===== config.mk =====
export PLATFORM = sky130hd
export DESIGN_NAME = sysctl_top
export DESIGN_NICKNAME = d
export VERILOG_FILES = /design/src/rtl/sysctl_pkg.sv /design/src/rtl/sysctl_rst_gen.sv /design/src/rtl/sysctl_rst_cause.sv /design/src/rtl/sysctl_id_rom.sv /design/src/rtl/sysctl_top.sv
export SDC_FILE = /design/constraint.sdc
export NUM_CORES = 1
export LEC_CHECK = 0
export ABC_AREA = 1
export BUFFER_PORTS_ARGS = -buffer_cell sky130_fd_sc_hd__buf_2
export CAP_MARGIN = 20
export CORE_MARGIN = 2
export CORE_UTILIZATION = 35
export CTS_BUF_LIST = sky130_fd_sc_hd__clkbuf_4
export DETAILED_ROUTE_END_ITERATION = 8
export PLACE_DENSITY = 0.81
export SETUP_SLACK_MARGIN = 0.1
export SKIP_CTS_REPAIR_TIMING = 1
export SYNTH_ARGS = -nofsm -noshare
export SYNTH_HDL_FRONTEND = slang
export SYNTH_HIERARCHICAL = 1
export SYNTH_SLANG_ARGS = --single-unit

===== constraint.sdc =====
create_clock -name clk_i -period 1 [get_ports clk_i]
set_input_delay 0.1 -clock clk_i [delete_from_list [all_inputs] [get_ports clk_i]]
set_output_delay 0.1 -clock clk_i [all_outputs]
set_load 0.01 [all_outputs]

===== src/rtl/sysctl_pkg.sv =====
package sysctl_pkg;
  localparam int AW = 12;
  localparam int DW = 32;
  localparam int IW = AW - 2;
  localparam logic [IW-1:0] OPT_IDX   = IW'(0);
  localparam logic [IW-1:0] CAUSE_IDX = IW'(1);
  localparam int CPU_BIT  = 0;
  localparam int WDOG_BIT = 1;
  localparam int LOCK_BIT = 2;
  localparam int NCAUSE   = 3;
  typedef logic [NCAUSE-1:0] cause_t;
endpackage


===== src/rtl/sysctl_rst_gen.sv =====
module sysctl_rst_gen
  import sysctl_pkg::*;
(
  input  logic   clk_i,
  input  logic   rst_ni,
  input  logic   cpu_req_i,
  input  logic   wdog_req_i,
  input  logic   lockup_i,
  input  logic   en_we_i,
  input  logic   en_wdata_i,
  output logic   en_o,
  output cause_t src_o,
  output logic   sys_rst_req_o
);
  logic en_q, req_q, req_d;

  always_comb begin
    src_o           = '0;
    src_o[CPU_BIT]  = cpu_req_i;
    src_o[WDOG_BIT] = wdog_req_i;
    src_o[LOCK_BIT] = lockup_i & en_q;
  end
  assign req_d         = |src_o;
  assign sys_rst_req_o = req_d & ~req_q;
  assign en_o          = en_q;

  always_ff @(posedge clk_i or negedge rst_ni) begin
    if (!rst_ni) begin
      en_q  <= 1'b0;
      req_q <= 1'b0;
    end else begin
      req_q <= req_d;
      if (en_we_i) en_q <= en_wdata_i;
    end
  end


  single_pulse_chk: assert property (@(posedge clk_i) disable iff (!rst_ni)
    sys_rst_req_o |=> !sys_rst_req_o);

  lockup_gated_chk: assert property (@(posedge clk_i) disable iff (!rst_ni)
    (!en_o && !cpu_req_i && !wdog_req_i) |-> !sys_rst_req_o);

  opt_readback_chk: assert property (@(posedge clk_i) disable iff (!rst_ni)
    en_we_i |=> (en_o == $past(en_wdata_i)));
endmodule


===== src/rtl/sysctl_rst_cause.sv =====
module sysctl_rst_cause
  import sysctl_pkg::*;
(
  input  logic   clk_i,
  input  logic   por_ni,
  input  cause_t src_i,
  input  logic   clr_we_i,
  input  cause_t clr_mask_i,
  output cause_t flags_o
);
  cause_t flags_q;

  // set wins over clear in the same cycle
  always_ff @(posedge clk_i or negedge por_ni) begin
    if (!por_ni) flags_q <= '0;
    else         flags_q <= (flags_q & ~(clr_we_i ? clr_mask_i : '0)) | src_i;
  end
  assign flags_o = flags_q;

  for (genvar i = 0; i < NCAUSE; i++) begin : g_chk

    flag_set_chk: assert property (@(posedge clk_i) disable iff (!por_ni)
      src_i[i] |=> flags_o[i]);

    flag_clr_chk: assert property (@(posedge clk_i) disable iff (!por_ni)
      (clr_we_i && clr_mask_i[i] && !src_i[i]) |=> !flags_o[i]);
  end
endmodule


===== src/rtl/sysctl_id_rom.sv =====
module sysctl_id_rom #(
  parameter logic [7:0] PART_NUM = 8'h26,
  parameter logic [3:0] REV      = 4'h0
) (
  input  logic [3:0] idx_i,
  output logic [7:0] data_o
);
  always_comb begin
    unique case (idx_i)
      4'd4:    data_o = 8'h04;
      4'd8:    data_o = PART_NUM;
      4'd9:    data_o = 8'hB8;
      4'd10:   data_o = {REV, 4'hB};
      4'd12:   data_o = 8'h0D;
      4'd13:   data_o = 8'hF0;
      4'd14:   data_o = 8'h05;
      4'd15:   data_o = 8'hB1;
      default: data_o = 8'h00;
    endcase
  end
endmodule


===== src/rtl/sysctl_top.sv =====
module sysctl_top
  import sysctl_pkg::*;
#(
  parameter logic [7:0] PART_NUM = 8'h26,
  parameter logic [3:0] REV      = 4'h0
) (
  input  logic          clk_i,
  input  logic          por_ni,
  input  logic          rst_ni,
  input  logic          psel_i,
  input  logic          penable_i,
  input  logic          pwrite_i,
  input  logic [AW-1:0] paddr_i,
  input  logic [DW-1:0] pwdata_i,
  output logic [DW-1:0] prdata_o,
  input  logic          cpu_rst_req_i,
  input  logic          wdog_rst_req_i,
  input  logic          cpu_lockup_i,
  output logic          sys_rst_req_o
);
  logic [IW-1:0] idx;
  logic          wr, id_hit, en;
  logic [7:0]    id_data;
  cause_t        src, flags;

  assign idx    = paddr_i[AW-1:2];
  assign wr     = psel_i & penable_i & pwrite_i;
  assign id_hit = &idx[IW-1:4];

  sysctl_rst_gen u_gen (
    .clk_i, .rst_ni,
    .cpu_req_i     (cpu_rst_req_i),
    .wdog_req_i    (wdog_rst_req_i),
    .lockup_i      (cpu_lockup_i),
    .en_we_i       (wr && idx == OPT_IDX),
    .en_wdata_i    (pwdata_i[0]),
    .en_o          (en),
    .src_o         (src),
    .sys_rst_req_o
  );

  sysctl_rst_cause u_cause (
    .clk_i, .por_ni,
    .src_i      (src),
    .clr_we_i   (wr && idx == CAUSE_IDX),
    .clr_mask_i (pwdata_i[NCAUSE-1:0]),
    .flags_o    (flags)
  );

  sysctl_id_rom #(.PART_NUM(PART_NUM), .REV(REV)) u_id (
    .idx_i  (idx[3:0]),
    .data_o (id_data)
  );

  always_comb begin
    prdata_o = '0;
    if (idx == OPT_IDX)        prdata_o[0]        = en;
    else if (idx == CAUSE_IDX) prdata_o[NCAUSE-1:0] = flags;
    else if (id_hit)           prdata_o[7:0]      = id_data;
  end


  cause_upper_zero_chk: assert property (@(posedge clk_i) disable iff (!por_ni || !rst_ni)
    (idx == CAUSE_IDX) |-> (prdata_o[DW-1:NCAUSE] == '0));

  por_clear_chk: assert property (@(posedge clk_i) disable iff (!por_ni || !rst_ni)
    $rose(por_ni) |-> (flags == '0));
endmodule


==> out/metrics.yaml <==
run_status:
  outcome: "finished, violations left"
  violations: "setup timing"
timing:
  fin_crit_sh_pct: 106
  rsz0062_at_grt: "true"
  fmax_mhz: 947
  slew_viol_final: 0
  setup_tns_ns: -0.0697
  fin_ws_ns: -0.0561
  whs_ns: 0.0609
  skew_ns: 0.00121
  fin_crit_ns: 1.06
  report.final.hold_viol_count: 0
  setup_violations: 2
critical_path:
  arrival_ns: 0.96
  end_kind: "primary output"
  path_class: "reg2out"
  startpoint: "u_gen/en_o"
  crit_fanout: 3
  cp.required_ns: 0.90
  r2r-start: "u_gen/en_o"
  ff2ff_path_depth: 5
  crit_path_start_kind: "flop"
final_layout:
  final_util_pct: 63.0
  antenna_cells: 0
  final_nets: 237
  syn2layout_area_growth_pct: 72.5
  drive_above_1_share_pct: 54.5
yosys:
  syn-cell-area_um2: 792
  syn_avg_cell_area_um2: 6.14
  synth_compound_area_share_pct: 3.48
  synthSimpleGateAreaFrac_pct: 37.3
  yosysSeqAreaShare_pct: 15.8
  ys_types: 17
  ys_warn_count: 6
  ys_ff_latch: 5
  synthMuxAreaShare_pct: 0
  synth_cells: 129
  synthAdderAreaFrac_pct: 7.90
  synth-xor-area-share_pct: 0
  synth_top_family_by_area: "simple AND/OR/NAND/NOR gates"
placed_design:
  place_congestion: 0.791
  portBuffers: 30
  dp_hpwl_um: 1240
  dp_worst_setup_slack_ns: -0.110
pwr:
  p_sw_mw: 0.273
  combPwrFrac_pct: 44.4
  p_int_mw: 0.549
  p_leak_nw: 0.733
  power_density_mw_per_mm2: 602
  sequentialPowerShare_pct: 25.1
  switching_share_pct: 33.2
  ir_drop_uv: 668
  power.share.clock_pct: 30.6
clocking:
  clock_latency_ns: 0.23
  clkSlewWorstSetupHoldPaths_ns: 0.04
  cts_buffers: 3
  root_buffer: "clkbuf_4"
  cts_tree: "built"
  clk_path_buf_depth: 2
  clock_sinks: 5
  htree_num_levels: 1
drt:
  vias: 827
  wl_um: 1920
  vias_per_cell: 4.01
  drc_errors: 0
  drtPass1Iterations: 2
  routedWlPerCell_um: 9.32
  postRouteAntennaNets: 0
  dr.first_iter.drc_count: 2
flow_run:
  drv_cap: 0
floorplan:
  core-area_mm2: 0.00217
  die_height_um: 51.6
  fp.dieW_um: 51.6
  row_count: 17
  io_pins: 86
  start_util_pct: 36.5
  die-area_mm2: 0.00266
grt:
  antenna_found_initial: 0
  grt_overflow: 0
  track_usage_pct: 10.7
  grt_first_pass_wirelength_um: 2210
  grt_pass1_vias: 614
  grt_max_degree: 7
worst_hold_path:
  hold_depth: 3
  min_from: "cpu_rst_req_i"
  holdCritPathClass: "in2reg"
==> cells in the final DEF (no fill, tap or decap) <==
| cell type | Yosys | routed |
|---|---|---|
| nor2_2 | 1 | 4 |
| ha_4 | 0 | 3 |
| inv_1 | 19 | 12 |
| conb_1 | 1 | 24 |
| buf_6 | 0 | 8 |
| nand3_2 | 0 | 7 |
| nand3b_1 | 1 | 1 |
| nand3_1 | 12 | 5 |
| buf_8 | 0 | 3 |
| buf_4 | 27 | 12 |
| o21ai_1 | 2 | 2 |
| o21ai_2 | 1 | 1 |
| inv_2 | 1 | 5 |
| dfrtp_1 | 5 | 5 |
| inv_8 | 0 | 2 |
| buf_2 | 0 | 21 |
| nand2_1 | 28 | 22 |
| nand2_4 | 1 | 5 |
| a21oi_2 | 1 | 1 |
| inv_4 | 0 | 1 |
| nor2_1 | 20 | 6 |
| ha_1 | 5 | 2 |
| clkbuf_4 | 0 | 4 |
| nand2_2 | 3 | 5 |
| nor2_4 | 1 | 12 |
| buf_12 | 0 | 3 |
| dlygate4sd3_1 | 0 | 2 |
==> cell type report <==
| class | count | area [um2] |
|---|---|---|
| multi-input cells | 100 | 673 |
| fillers | 200 | 803 |
| well taps | 28 | 35.0 |
| clock buffers | 4 | 30.0 |
| flip-flops and latches | 5 | 125 |
| inverters | 20 | 92.6 |
| repair buffers | 49 | 410 |
==> registers in the layout, indices dropped and copies added, names as in the netlist <==
signal / cells
u_cause/flags_o: 3
u_gen/en_o: 1
u_gen/req_q: 1
==> metal layers <==
metal	track usage [%]	up-vias	wire length, um
li1	-	435	-
met1	12.7	363	658
met2	19.2	29	1180
met3	1.72	0	84
met4	3.95	0	0
met5	0	-	0
==> final timing paths <==
check | end | slack, ns
hold / removal | u_cause/flags_o[0] | 0.06
hold reg to reg | u_cause/flags_o[1] | 0.50
min in group asynchronous | u_gen/req_q | 0.17
max in group asynchronous | u_cause/flags_o[2] | 0.71
setup / recovery | sys_rst_req_o | -0.06
setup reg to reg | u_cause/flags_o[2] | 0.16
==> synthesized netlist by cell type, drive strengths merged <==
master / instances / area share, %
conb: 1 / 0.47
nand3: 12 / 7.6
nand3b: 1 / 0.95
inv: 20 / 9.5
buf: 27 / 26
nand2: 32 / 17
ha: 5 / 7.9
nor2: 22 / 12
o21ai: 3 / 2.4
dfrtp: 5 / 16
a21oi: 1 / 1.1
==> worst max-delay path, cell delays in order, from the launching register on <==
cell and delay (ns):
dfrtp_1 0.38, nand2_2 0.09, a21oi_2 0.11, buf_2 0.13
==> through the flow <==
step | std cells | instance area (um2) | total power, mW
2_1_floorplan | 152 | 881 | 0.405
3_3_place_gp | 192 | 931 | 0.419
3_5_place_dp | 192 | 931 | 0.421
4_1_cts | 196 | 961 | 0.681
5_1_grt | 206 | 1370 | 0.883
6_report | 206 | 1370 | 0.822
==> kinds of logic (layout without fill, tap and decap cells) <==
family                   Yosys count  count (layout)
buffers and inverters             47              73
AND/OR/NAND/NOR                   67              67
flip-flops                         5               5
adder cells (fa/ha/maj)            5               5
other                              1              24
AO/OA/AOI/OAI                      4               4
==> power groups by stage <==
stage                     Clock [mW]  Sequential, mW  Combinational, mW
after detailed placement           0           0.209              0.212
after floorplan                    0           0.209              0.197
final                          0.251           0.206              0.365
after global routing           0.281           0.206              0.395
after global placement             0           0.209              0.210
after CTS                      0.262           0.206              0.213
Power figures use the tool's default switching activity.
